--- config.mk ---
export PLATFORM = sky130hd
export DESIGN_NAME = efb_frame_buffer
export DESIGN_NICKNAME = d
export VERILOG_FILES = /design/src/rtl/efb_pkg.sv /design/src/rtl/efb_sync_fifo.sv /design/src/rtl/efb_tx_stream.sv /design/src/rtl/efb_rx_store.sv /design/src/rtl/efb_frame_buffer.sv
export SDC_FILE = /design/constraint.sdc
export NUM_CORES = 2
export LEC_CHECK = 0
export ABC_CLOCK_PERIOD_IN_PS = 10900
export BUFFER_PORTS_ARGS = -buffer_cell sky130_fd_sc_hd__buf_2
export CELL_PAD_IN_SITES_DETAIL_PLACEMENT = 1
export CELL_PAD_IN_SITES_GLOBAL_PLACEMENT = 1
export CORE_ASPECT_RATIO = 1.5
export CORE_UTILIZATION = 55
export CTS_CLUSTER_DIAMETER = 120
export CTS_CLUSTER_SIZE = 24
export DETAILED_ROUTE_END_ITERATION = 16
export PLACE_DENSITY_LB_ADDON = 0.1
export SLEW_MARGIN = 20
export SYNTH_ARGS = -nofsm -noshare
export SYNTH_HDL_FRONTEND = slang
export SYNTH_SLANG_ARGS = --single-unit
--- constraint.sdc ---
create_clock -name clk -period 10.9 [get_ports clk]
set_input_delay 0.545 -clock clk [delete_from_list [all_inputs] [get_ports clk]]
set_output_delay 0.545 -clock clk [all_outputs]
set_load 0.02 [all_outputs]
--- src/rtl/efb_pkg.sv ---
package efb_pkg;
  typedef enum logic [5:0] {
    A_TXD_HI  = 6'h00,
    A_TXD_LO  = 6'h04,
    A_TX_LEN  = 6'h08,
    A_STATUS  = 6'h0C,
    A_TX_VAC  = 6'h10,
    A_RX_LEN  = 6'h14,
    A_RX_STAT = 6'h18,
    A_RXD_HI  = 6'h1C,
    A_RXD_LO  = 6'h20
  } efb_addr_e;

  localparam int ST_TXLF  = 0;
  localparam int ST_RXDN  = 1;
  localparam int ST_ABD   = 2;
  localparam int ST_ABL   = 3;
  localparam int ST_UNDR  = 4;
endpackage

--- src/rtl/efb_sync_fifo.sv ---
module efb_sync_fifo #(
  parameter int W     = 8,
  parameter int DEPTH = 4,
  localparam int CW   = $clog2(DEPTH + 1)
) (
  input  logic          clk,
  input  logic          rst_n,
  input  logic          push,
  input  logic [W-1:0]  din,
  input  logic          pop,
  output logic [W-1:0]  dout,
  output logic          full,
  output logic          empty,
  output logic [CW-1:0] count
);
  localparam int AW = $clog2(DEPTH);

  logic [W-1:0]  mem [DEPTH];
  logic [AW-1:0] wp, rp;
  logic          do_push, do_pop;

  assign empty   = (count == '0);
  assign full    = (count == CW'(DEPTH));
  assign do_pop  = pop && !empty;
  assign do_push = push && (!full || do_pop);
  assign dout    = mem[rp];

  always_ff @(posedge clk or negedge rst_n) begin
    if (!rst_n) begin
      wp    <= '0;
      rp    <= '0;
      count <= '0;
    end else begin
      if (do_push) wp <= wp + 1'b1;
      if (do_pop)  rp <= rp + 1'b1;
      count <= count + CW'(do_push) - CW'(do_pop);
    end
  end

  always_ff @(posedge clk) begin
    if (do_push) mem[wp] <= din;
  end


  fifo_count_chk: assert property (@(posedge clk) disable iff (!rst_n)
    count <= CW'(DEPTH));


  full_hold_chk: assert property (@(posedge clk) disable iff (!rst_n)
    (full && push && !pop) |=> full);
endmodule

--- src/rtl/efb_tx_stream.sv ---
module efb_tx_stream #(
  parameter int LEN_W = 12
) (
  input  logic             clk,
  input  logic             rst_n,
  input  logic [LEN_W-1:0] len_head,
  input  logic             len_empty,
  output logic             len_pop,
  input  logic [63:0]      word_head,
  input  logic             word_empty,
  output logic             word_pop,
  output logic             tx_valid,
  input  logic             tx_ready,
  output logic [7:0]       tx_data,
  output logic             tx_last
);
  logic             busy;
  logic [LEN_W-1:0] left;
  logic [2:0]       lane;
  logic             fire;

  assign len_pop  = !busy && !len_empty;
  assign tx_valid = busy && !word_empty;
  assign tx_data  = word_head[8*(7-lane) +: 8];
  assign tx_last  = tx_valid && (left == LEN_W'(1));
  assign fire     = tx_valid && tx_ready;
  assign word_pop = fire && ((lane == 3'd7) || (left == LEN_W'(1)));

  always_ff @(posedge clk or negedge rst_n) begin
    if (!rst_n) begin
      busy <= 1'b0;
      left <= '0;
      lane <= '0;
    end else if (len_pop) begin
      busy <= (len_head != '0);
      left <= len_head;
      lane <= '0;
    end else if (fire) begin
      left <= left - 1'b1;
      lane <= lane + 1'b1;
      if (left == LEN_W'(1)) busy <= 1'b0;
    end
  end


  tx_hold_chk: assert property (@(posedge clk) disable iff (!rst_n)
    (tx_valid && !tx_ready) |=> (tx_valid && $stable(tx_data) && $stable(tx_last)));


  frame_end_chk: assert property (@(posedge clk) disable iff (!rst_n)
    (fire && tx_last) |=> !tx_valid);
endmodule

--- src/rtl/efb_rx_store.sv ---
module efb_rx_store #(
  parameter int DEPTH = 8,
  parameter int LEN_W = 12
) (
  input  logic             clk,
  input  logic             rst_n,
  input  logic             rx_valid,
  input  logic [7:0]       rx_data,
  input  logic             rx_last,
  input  logic             len_full,
  output logic             len_push,
  output logic [LEN_W-1:0] len_val,
  input  logic             rd_pop,
  output logic [63:0]      head,
  output logic             empty,
  output logic             abort_data,
  output logic             abort_len
);
  localparam int AW = $clog2(DEPTH);
  localparam int PW = AW + 1;

  logic [63:0]      mem [DEPTH];
  logic [PW-1:0]    wr_ptr, cmt_ptr, rd_ptr;
  logic [63:0]      acc, acc_nxt;
  logic [2:0]       lane;
  logic [LEN_W-1:0] nbytes;
  logic             dropping, take, word_done, spec_full, wr_en;

  always_comb begin
    take       = rx_valid && !dropping;
    word_done  = take && ((lane == 3'd7) || rx_last);
    spec_full  = ((wr_ptr - rd_ptr) == PW'(DEPTH));
    abort_data = word_done && spec_full;
    abort_len  = take && rx_last && !abort_data && len_full;
    wr_en      = word_done && !abort_data && !abort_len;
    len_push   = take && rx_last && !abort_data && !len_full;
    len_val    = nbytes + 1'b1;
    acc_nxt    = (lane == 3'd0) ? 64'd0 : acc;
    acc_nxt[8*(7-lane) +: 8] = rx_data;
    empty      = (rd_ptr == cmt_ptr);
    head       = mem[rd_ptr[AW-1:0]];
  end

  always_ff @(posedge clk or negedge rst_n) begin
    if (!rst_n) begin
      wr_ptr   <= '0;
      cmt_ptr  <= '0;
      rd_ptr   <= '0;
      acc      <= '0;
      lane     <= '0;
      nbytes   <= '0;
      dropping <= 1'b0;
    end else begin
      if (take) begin
        acc    <= acc_nxt;
        lane   <= rx_last ? 3'd0 : lane + 1'b1;
        nbytes <= rx_last ? '0 : nbytes + 1'b1;
      end
      if (abort_data) begin
        dropping <= !rx_last;
        lane     <= '0;
        nbytes   <= '0;
      end else if (rx_valid && dropping && rx_last) begin
        dropping <= 1'b0;
      end
      if (abort_data || abort_len) wr_ptr <= cmt_ptr;
      else if (wr_en)              wr_ptr <= wr_ptr + 1'b1;
      if (len_push) cmt_ptr <= wr_ptr + 1'b1;
      if (rd_pop && !empty) rd_ptr <= rd_ptr + 1'b1;
    end
  end

  always_ff @(posedge clk) begin
    if (wr_en) mem[wr_ptr[AW-1:0]] <= acc_nxt;
  end


  rollback_chk: assert property (@(posedge clk) disable iff (!rst_n)
    (abort_data || abort_len) |=> (wr_ptr == cmt_ptr));


  commit_chk: assert property (@(posedge clk) disable iff (!rst_n)
    len_push |=> !empty);
endmodule

--- src/rtl/efb_frame_buffer.sv ---
module efb_frame_buffer
  import efb_pkg::*;
#(
  parameter int TX_DEPTH  = 16,
  parameter int RX_DEPTH  = 8,
  parameter int LEN_DEPTH = 2,
  parameter int LEN_W     = 12
) (
  input  logic        clk,
  input  logic        rst_n,
  input  logic        bus_wr,
  input  logic        bus_rd,
  input  logic [5:0]  bus_addr,
  input  logic [31:0] bus_wdata,
  output logic [31:0] bus_rdata,
  output logic        tx_valid,
  input  logic        tx_ready,
  output logic [7:0]  tx_data,
  output logic        tx_last,
  input  logic        rx_valid,
  input  logic [7:0]  rx_data,
  input  logic        rx_last
);
  localparam int TCW = $clog2(TX_DEPTH + 1);
  localparam int LCW = $clog2(LEN_DEPTH + 1);

  logic [31:0]      hi_hold;
  logic [63:0]      txw_head, rxd_head;
  logic             txw_full, txw_empty, txw_pop;
  logic [TCW-1:0]   txw_count;
  logic [LEN_W-1:0] txl_head, rxl_head, rxl_din;
  logic             txl_full, txl_empty, txl_pop;
  logic             rxl_full, rxl_empty, rxl_push;
  logic [LCW-1:0]   txl_count, rxl_count;
  logic             rxd_empty, abd_evt, abl_evt;
  logic             abd_q, abl_q, und_q, und_evt, st_wr;
  logic             rd_rxl, rd_rxd;

  assign rd_rxl  = bus_rd && (bus_addr == A_RX_LEN || bus_addr == A_RX_STAT);
  assign rd_rxd  = bus_rd && (bus_addr == A_RXD_HI || bus_addr == A_RXD_LO);
  assign und_evt = (rd_rxl && rxl_empty) || (rd_rxd && rxd_empty);
  assign st_wr   = bus_wr && (bus_addr == A_STATUS);

  efb_sync_fifo #(.W(64), .DEPTH(TX_DEPTH)) u_txw (
    .clk, .rst_n,
    .push (bus_wr && bus_addr == A_TXD_LO), .din({hi_hold, bus_wdata}),
    .pop  (txw_pop), .dout(txw_head),
    .full (txw_full), .empty(txw_empty), .count(txw_count));

  efb_sync_fifo #(.W(LEN_W), .DEPTH(LEN_DEPTH)) u_txl (
    .clk, .rst_n,
    .push (bus_wr && bus_addr == A_TX_LEN), .din(bus_wdata[LEN_W-1:0]),
    .pop  (txl_pop), .dout(txl_head),
    .full (txl_full), .empty(txl_empty), .count(txl_count));

  efb_sync_fifo #(.W(LEN_W), .DEPTH(LEN_DEPTH)) u_rxl (
    .clk, .rst_n,
    .push (rxl_push), .din(rxl_din),
    .pop  (bus_rd && bus_addr == A_RX_STAT), .dout(rxl_head),
    .full (rxl_full), .empty(rxl_empty), .count(rxl_count));

  efb_tx_stream #(.LEN_W(LEN_W)) u_txs (
    .clk, .rst_n,
    .len_head(txl_head), .len_empty(txl_empty), .len_pop(txl_pop),
    .word_head(txw_head), .word_empty(txw_empty), .word_pop(txw_pop),
    .tx_valid, .tx_ready, .tx_data, .tx_last);

  efb_rx_store #(.DEPTH(RX_DEPTH), .LEN_W(LEN_W)) u_rxs (
    .clk, .rst_n,
    .rx_valid, .rx_data, .rx_last,
    .len_full(rxl_full), .len_push(rxl_push), .len_val(rxl_din),
    .rd_pop(bus_rd && bus_addr == A_RXD_LO), .head(rxd_head), .empty(rxd_empty),
    .abort_data(abd_evt), .abort_len(abl_evt));

  always_ff @(posedge clk or negedge rst_n) begin
    if (!rst_n) begin
      hi_hold <= '0;
      abd_q   <= 1'b0;
      abl_q   <= 1'b0;
      und_q   <= 1'b0;
    end else begin
      if (bus_wr && bus_addr == A_TXD_HI) hi_hold <= bus_wdata;
      if (abd_evt) abd_q <= 1'b1;
      else if (st_wr && bus_wdata[ST_ABD]) abd_q <= 1'b0;
      if (abl_evt) abl_q <= 1'b1;
      else if (st_wr && bus_wdata[ST_ABL]) abl_q <= 1'b0;
      if (und_evt) und_q <= 1'b1;
      else if (st_wr && bus_wdata[ST_UNDR]) und_q <= 1'b0;
    end
  end

  always_comb begin
    bus_rdata = '0;
    if (bus_rd) begin
      case (bus_addr)
        A_STATUS: begin
          bus_rdata[ST_TXLF] = txl_full;
          bus_rdata[ST_RXDN] = !rxl_empty;
          bus_rdata[ST_ABD]  = abd_q;
          bus_rdata[ST_ABL]  = abl_q;
          bus_rdata[ST_UNDR] = und_q;
        end
        A_TX_VAC:            bus_rdata = 32'(TX_DEPTH) - 32'(txw_count);
        A_RX_LEN, A_RX_STAT: bus_rdata = rxl_empty ? '0 : 32'(rxl_head);
        A_RXD_HI:            bus_rdata = rxd_empty ? '0 : rxd_head[63:32];
        A_RXD_LO:            bus_rdata = rxd_empty ? '0 : rxd_head[31:0];
        default:             bus_rdata = '0;
      endcase
    end
  end


  underrun_set_chk: assert property (@(posedge clk) disable iff (!rst_n)
    (bus_rd && bus_addr == A_RX_LEN && rxl_empty) |=> und_q);


  done_keep_chk: assert property (@(posedge clk) disable iff (!rst_n)
    (st_wr && bus_wdata[ST_RXDN] && !rxl_empty && !(bus_rd && bus_addr == A_RX_STAT))
      |=> !rxl_empty);


  len_queue_chk: assert property (@(posedge clk) disable iff (!rst_n)
    (txl_count <= LCW'(LEN_DEPTH)) && (rxl_count <= LCW'(LEN_DEPTH)));


  vac_full_chk: assert property (@(posedge clk) disable iff (!rst_n)
    txw_full |-> (txw_count == TCW'(TX_DEPTH)));
endmodule

# Yosys cells after proc, flatten, opt, wreduce, memory -nomap -nowiden
# Memories as Yosys holds them, arrays and structs flattened.
# Index checks and enable logic that the tools add are counted.
[classes] n_addsub=23 multipliers=0 div_mod_pow=0 order_cmp=0 eq_ne=16 shifts=3 mux=39 bitwise=0 n_reduce_logical=73
[op_table] cell="$pmux W27 S4" count=1
[op_table] cell="$mux W32" count=3
[op_table] cell="$mux W12" count=6
[op_table] cell="$bwmux W64" count=1
[op_table] cell="$mux W64" count=1
[op_table] cell="$shift A8 B34 Y64 const A" count=1
[op_table] cell="$shiftx A64 B33 Y8" count=1
[op_table] cell="$shiftx A8 B34 Y64" count=1
[op_table] cell="$logic_and A1 B1 Y1" count=36
[op_table] cell="$neg A32 Y34" count=1
[op_table] cell="$pmux W5 S5" count=1
[op_table] cell="$eq A6 B5 Y1 const B" count=4
[op_table] cell="$mux W1" count=19
[op_table] cell="$add A4 B1 Y4 const B" count=4
[op_table] cell="$reduce_bool A2 Y1" count=8
[op_table] cell="$mux W3" count=5
[op_table] cell="$add A12 B1 Y12 const B" count=1
[op_table] cell="$eq A12 B1 Y1 const B" count=1
[op_table] cell="$eq A6 B4 Y1 const B" count=2
[op_table] cell="$logic_not A1 Y1" count=12
[op_table] cell="$reduce_bool A12 Y1" count=1
[op_table] cell="$sub A12 B1 Y12 const B" count=1
[op_table] cell="$logic_or A1 B1 Y1" count=9
[op_table] cell="$mux W4" count=2
[op_table] cell="22 further kinds" count=32
[totals] regBits=164 latchBits=0 mem_bits_rw=1584 rom_bits=0 inputBits=53 output_inout_bits=42 word_cells=181 memories=4
[memory_table] name="u_txw.mem" words=16 word_bits=64 read_ports=1 rd_ports_with_merged_regs=0 wr=1 line="efb_sync_fifo.sv:18" text="logic [W-1:0] mem [DEPTH];"
[memory_table] name="u_rxs.mem" words=8 word_bits=64 read_ports=1 rd_ports_with_merged_regs=0 wr=1 line="efb_rx_store.sv:22" text="logic [63:0] mem [DEPTH];"
[memory_table] name="u_rxl.mem" words=2 word_bits=12 read_ports=1 rd_ports_with_merged_regs=0 wr=1 line="efb_sync_fifo.sv:18"
[memory_table] name="u_txl.mem" words=2 word_bits=12 read_ports=1 rd_ports_with_merged_regs=0 wr=1 line="efb_sync_fifo.sv:18"

# Longest topological paths before layout
[logic_depth] ltp_word=11 mapped_depth=19

# Cells and area by module
# A second synthesis with hierarchy kept.
[unflattened] cells_unflattened=3874 area_unflattened_um2=69965.9
[modules_own_cells] mod="efb_sync_fifo at u_txw" instances=1 cells_per_inst=1922 area_each_um2=39843.2 seq_area_each_um2=31074.8
[modules_own_cells] mod="efb_rx_store" instances=1 cells_per_inst=1471 area_each_um2=24242.0 seq_area_each_um2=17677.0
[modules_own_cells] mod="efb_frame_buffer" instances=1 cells_per_inst=227 area_each_um2=2269.7 seq_area_each_um2=875.8
[modules_own_cells] mod="efb_tx_stream" instances=1 cells_per_inst=134 area_each_um2=1441.4 seq_area_each_um2=400.4
[modules_own_cells] mod="efb_sync_fifo at u_txl" instances=1 cells_per_inst=61 area_each_um2=1093.5 seq_area_each_um2=820.8
[modules_own_cells] mod="efb_sync_fifo at u_rxl" instances=1 cells_per_inst=59 area_each_um2=1076.0 seq_area_each_um2=820.8

# Worst setup path after synthesis
# Ideal clock, no wire load.
[synth_timing] kind="register -> register" from="reg u_txw.count[1]" to="mem u_txw.mem[6][0] (enable)" setup_time_ps=578 arrival_time_ps=7423 slack_ps=2899 path_stages_with_launch=12 path_buffers=1 path_cell_list="dfrtp_1 inv_1 ha_1 and2_1 ha_1 nor2b_1 and2_1 clkbuf_1 a22oi_1 a211oi_2 nand2_1 nor3b_1"
[synth_via] elab_chain_len=10
[synth_rtl] element="start, declared" line="efb_sync_fifo.sv:14" text="output logic [CW-1:0] count"
[synth_rtl] element="start signal, assigned" line="efb_sync_fifo.sv:36" text="count <= count + CW'(do_push) - CW'(do_pop);"
[synth_rtl] element="$logic_not A5 Y1" line="efb_sync_fifo.sv:22" text="assign empty = (count == '0);"
[synth_rtl] element="$logic_not A1 Y1" line="efb_tx_stream.sv:23" text="assign tx_valid = busy && !word_empty;"
[synth_rtl] element="$logic_and A1 B1 Y1" line="efb_tx_stream.sv:23"
[synth_rtl] element="named net tx_valid" line="efb_frame_buffer.sv:16" text="output logic tx_valid,"
[synth_rtl] element="$logic_and A1 B1 Y1" line="efb_tx_stream.sv:26" text="assign fire = tx_valid && tx_ready;"
[synth_rtl] element="$logic_and A1 B1 Y1" line="efb_tx_stream.sv:27" text="assign word_pop = fire && ((lane == 3'd7) || (left == LEN_W'(1)));"
[synth_rtl] element="$logic_and A1 B1 Y1" line="efb_sync_fifo.sv:24" text="assign do_pop = pop && !empty;"
[synth_rtl] element="$logic_or A1 B1 Y1" line="efb_sync_fifo.sv:25" text="assign do_push = push && (!full || do_pop);"
[synth_rtl] element="$logic_and A1 B1 Y1" line="efb_sync_fifo.sv:25"
[synth_rtl] element="named net u_txw.do_push" line="efb_sync_fifo.sv:20" text="logic do_push, do_pop;"
[synth_rtl] element="$mux W1" line="efb_sync_fifo.sv:41" text="if (do_push) mem[wp] <= din;"
[synth_rtl] element="$mux W1 (not written as such)" line="efb_sync_fifo.sv:41"
[synth_rtl] element="end, declared" line="efb_sync_fifo.sv:18"
# The timed path passes the listed nets, and every way through them passes these cells.

# Worst setup path after layout
[layout_timing] from="reg u_txw.rp[0]" to="out tx_data[6]"
[layout_via] elab_chain_len=2
[layout_rtl] element="start, declared" line="efb_sync_fifo.sv:19" text="logic [AW-1:0] wp, rp;"
[layout_rtl] element="start signal, assigned" line="efb_sync_fifo.sv:35" text="if (do_pop) rp <= rp + 1'b1;"
[layout_rtl] element="$mem_v2 Z16 W64"
[layout_rtl] element="$shiftx A64 B33 Y8" line="efb_tx_stream.sv:24" text="assign tx_data = word_head[8*(7-lane) +: 8];"
[layout_rtl] element="end, declared" line="efb_frame_buffer.sv:18" text="output logic [7:0] tx_data,"
# Every way passes these cells.

==> results.md <==
- Status: completed
- Post-synth ARST share: 9.38%
- Sequential area share after synthesis: 75.3%
- FF-to-FF setup slack: 5.99 ns
- Mapped Nets: 3,380
- Minimum clock period: 5.85 ns
- Max-cap violations: 0
- Critical Path RT: 10.36 ns
- Worst-Skew Late Latency: approximately 0.72 ns
- Share of cells above drive strength 1: 24.3%
- Die X: slightly below 300 µm
- Site Rows: 158
- Clock sink count: 1,748
- Detailed Routing Iterations Pass 1: 5
- Rel. slew slack: 21.5%
- Core Box Area: 124,000 µm²
- Clk slew on worst S/H paths: 0.10 ns
- FMAX: between 0.15 and 0.2 GHz
- Pre-CTS WS: 5.66 ns
- Fin worst setup slack: approximately 5.1 ns
- Crit path max fanout: 42
- Largest family of logic cells by synthesized area: multiplexers
- Top Metal Used: met5
- Critical path launch point type: flip-flop
- Residual DRC: 0
- Layout area overhead: 7.16%
- Worst Path Arrival: around 5.3 ns
- Antenna-violating nets left: 0
- Fin area: 73,500 µm²
- Hold_sp: rx_valid
- Largest net degree at the start of global routing: 109
- Post-Route WL: 161,000 µm
- Routed vias/inst: 6.46
- Unique masters post-synth: 61
- Setup bufs post-CTS: 0
- Metal3 WL: 5560 µm
- Power per cell area: 222 nW/µm²
- Adder-Cell Fraction of Synth Area: less than 1%
- Clk_skew: 0.0305 ns
- Starting density of the core: a little under three fifths
- Simple-gate share of the synthesized area: 2.94%
- Leak: around 0.024 µW
- Grt ovf: 0
- Post-DP HPWL: 93,600 µm
- Most frequent cells in the layout: edfxtp_1, mux4_2, nand2_1
- Critical path class: reg -> out
- Worst reg2reg startpoint: u_txw.count[1]
- Max-slew violations: 0
- Period Utilization, post-route: a little over half
- Iter 0 DRT Violations: 2,532
- Die H: 435 µm
- GRT Overall Usage: 26.1%
- Met1 WL: ~60,000 µm
- TritonCTS clock tree: built
- R2R depth: 11
- Top FF cell, synth: edfxtp_1
- Layout Nets: 3,453
- Flops & latches, synth: between 1,500 and 2,000
- Met2 routed WL: 89,700 µm
- EDFF count, synth: 1,584
- Die area: 126,000 µm²
- Most common cell after layout, fill and taps aside: edfxtp_1
- Gp weighted congestion: 0.765
- RSZ-0062 raised after global routing: no
- Vias in the first global route: 36,200
- Via count: 32,500
- Worst Hold Endpoint: u_rxs.dropping
- Worst Hold Depth: 2
- Synth Warn #: 0
- Clock root buffer: clkbuf_16
- Mapped Area: 68,600 µm²
- Num ports: 95
- Setup TNS: 0 ns
- Synth Instances: approximately 3,300
- Wire per inst: about 32 µm
- Worst vdd ir: 0.188 mV
- Worst Tran Pin Value: 1.17 ns
- Global-route wire length before repair: 239,000 µm
- XOR/XNOR share of the synthesized area: 0.498%
- Count of final setup violators: 0
- Hold Fails Final Rpt: 0
- Hold Buf Count CTS: 1
- Clock Path Buffers: 3
- Post-DP Area: 71,100 µm²
- End of the worst register-to-register path: u_txw.mem[0][22]
- Syn_area_per_cell: 20.8 µm²
- Hold/Removal Path Class: in -> reg
- Number of buffers created by CTS: 82
- Port bufs: 94
- Maximum level of the CTS H-tree: 3
- Post-CTS Resized: 0
- Mux share of post-synthesis cell area: 17.0%
- Initial antenna violation count: 7
- Synth Area in Compound Gates: 2.32%
- Kind of end point of the critical path: primary output
==> worst max path at each step <==
| stage | from | endpoint | slack (ns) | cells after the start |
|---|---|---|---|---|
| final | u_txw.rp[0] | tx_data[6] | 5.05 | 7 |
| after global routing | u_txw.rp[0] | tx_data[6] | 4.70 | 7 |
| after CTS | u_txw.rp[0] | tx_data[6] | 4.86 | 7 |
| after detailed placement | u_txw.rp[0] | tx_data[6] | 5.66 | 7 |
| after global placement | u_txw.rp[0] | tx_data[6] | 5.73 | 7 |
| after floorplan | u_txw.count[1] | u_txw.mem[6][0] | 2.90 | 11 |
==> worst max-delay path, stage by stage, from the launching register on <==
cell,delay (ns)
dfrtp_4,0.89
buf_4,0.70
buf_4,0.79
mux4_2,0.61
mux4_2,0.53
mux4_2,0.54
mux2_2,0.31
buf_2,0.17
==> cell type report <==
class                      instances  area (µm²)
sequential                      1748       51700
fill                           10200       50200
multi-input combinational       1328       16200
clock buffer                     148        2410
tap                             1600        2000
timing repair buffer             172        1080
inverter                          34         128
clock inverter                     1        16.3
antenna                            2        5.00
==> synthesized netlist by cell type, drive strengths merged (18+ instances only) <==
| cell type | n | share of area (%) |
|---|---|---|
| buf | 70 | 0.49 |
| clkbuf | 113 | 0.62 |
| a31oi | 41 | 0.37 |
| a221o | 19 | 0.28 |
| ha | 33 | 0.60 |
| mux2i | 49 | 0.71 |
| inv | 34 | 0.19 |
| dfrtp | 164 | 6.0 |
| nand2 | 194 | 1.1 |
| and2 | 18 | 0.16 |
| a21oi | 28 | 0.20 |
| xnor2 | 28 | 0.36 |
| o21ai | 58 | 0.42 |
| mux2 | 66 | 1.1 |
| nor2 | 86 | 0.47 |
| mux4 | 464 | 15 |
| nand3 | 81 | 0.59 |
| edfxtp | 1584 | 69 |
==> power breakdown <==
group / internal (µW) / switching [µW] / leakage [µW]
sequential: 8080 / 469 / 0.0165
combinational: 1950 / 2330 / 0.00624
clock: 1510 / 2000 / 0.00115
total: 11500 / 4800 / 0.0239
==> cells by family (layout without fill, tap and decap cells) <==
kind of cell	Yosys count	in the layout
buf+inv	217	355
xor+xnor	39	39
flops	1748	1748
compound gates	228	228
mux	579	579
simple gates	448	448
fa+ha+maj	34	34
other cells	0	2
==> through the flow <==
| step | utilization, % | hold slack (ns) | std cells | total power (µW) |
|---|---|---|---|---|
| after floorplan | - | 0.249 | 3293 | 11700 |
| after global placement | 57.4 | 0.459 | 4881 | 12800 |
| after detailed placement | 57.4 | 0.468 | 4881 | 13000 |
| after CTS | 59.4 | 0.00296 | 5031 | 16500 |
| after global routing | 59.4 | 0.0552 | 5031 | 17000 |
| final | 59.4 | 0.0472 | 5033 | 16300 |
==> flip-flops by register name, summed over array words and instances, names as in the netlist, 2 cells and up <==
signal / flops
u_txw.mem: 1024
u_rxs.mem: 512
u_rxs.acc: 64
hi_hold: 32
u_rxl.mem: 24
u_txl.mem: 24
u_rxs.nbytes: 12
u_txs.left: 12
u_txw.count: 5
u_rxs.cmt_ptr: 4
u_rxs.rd_ptr: 4
u_rxs.wr_ptr: 4
u_txw.rp: 4
u_txw.wp: 4
u_rxs.lane: 3
u_txs.lane: 3
u_rxl.count: 2
u_txl.count: 2
==> metal layers <==
metal	track usage, %	vias up
li1	-	13700
met1	31.7	17900
met2	49.1	741
met3	2.40	230
met4	8.57	2
met5	0	-
(Power assumes the default switching activity.)
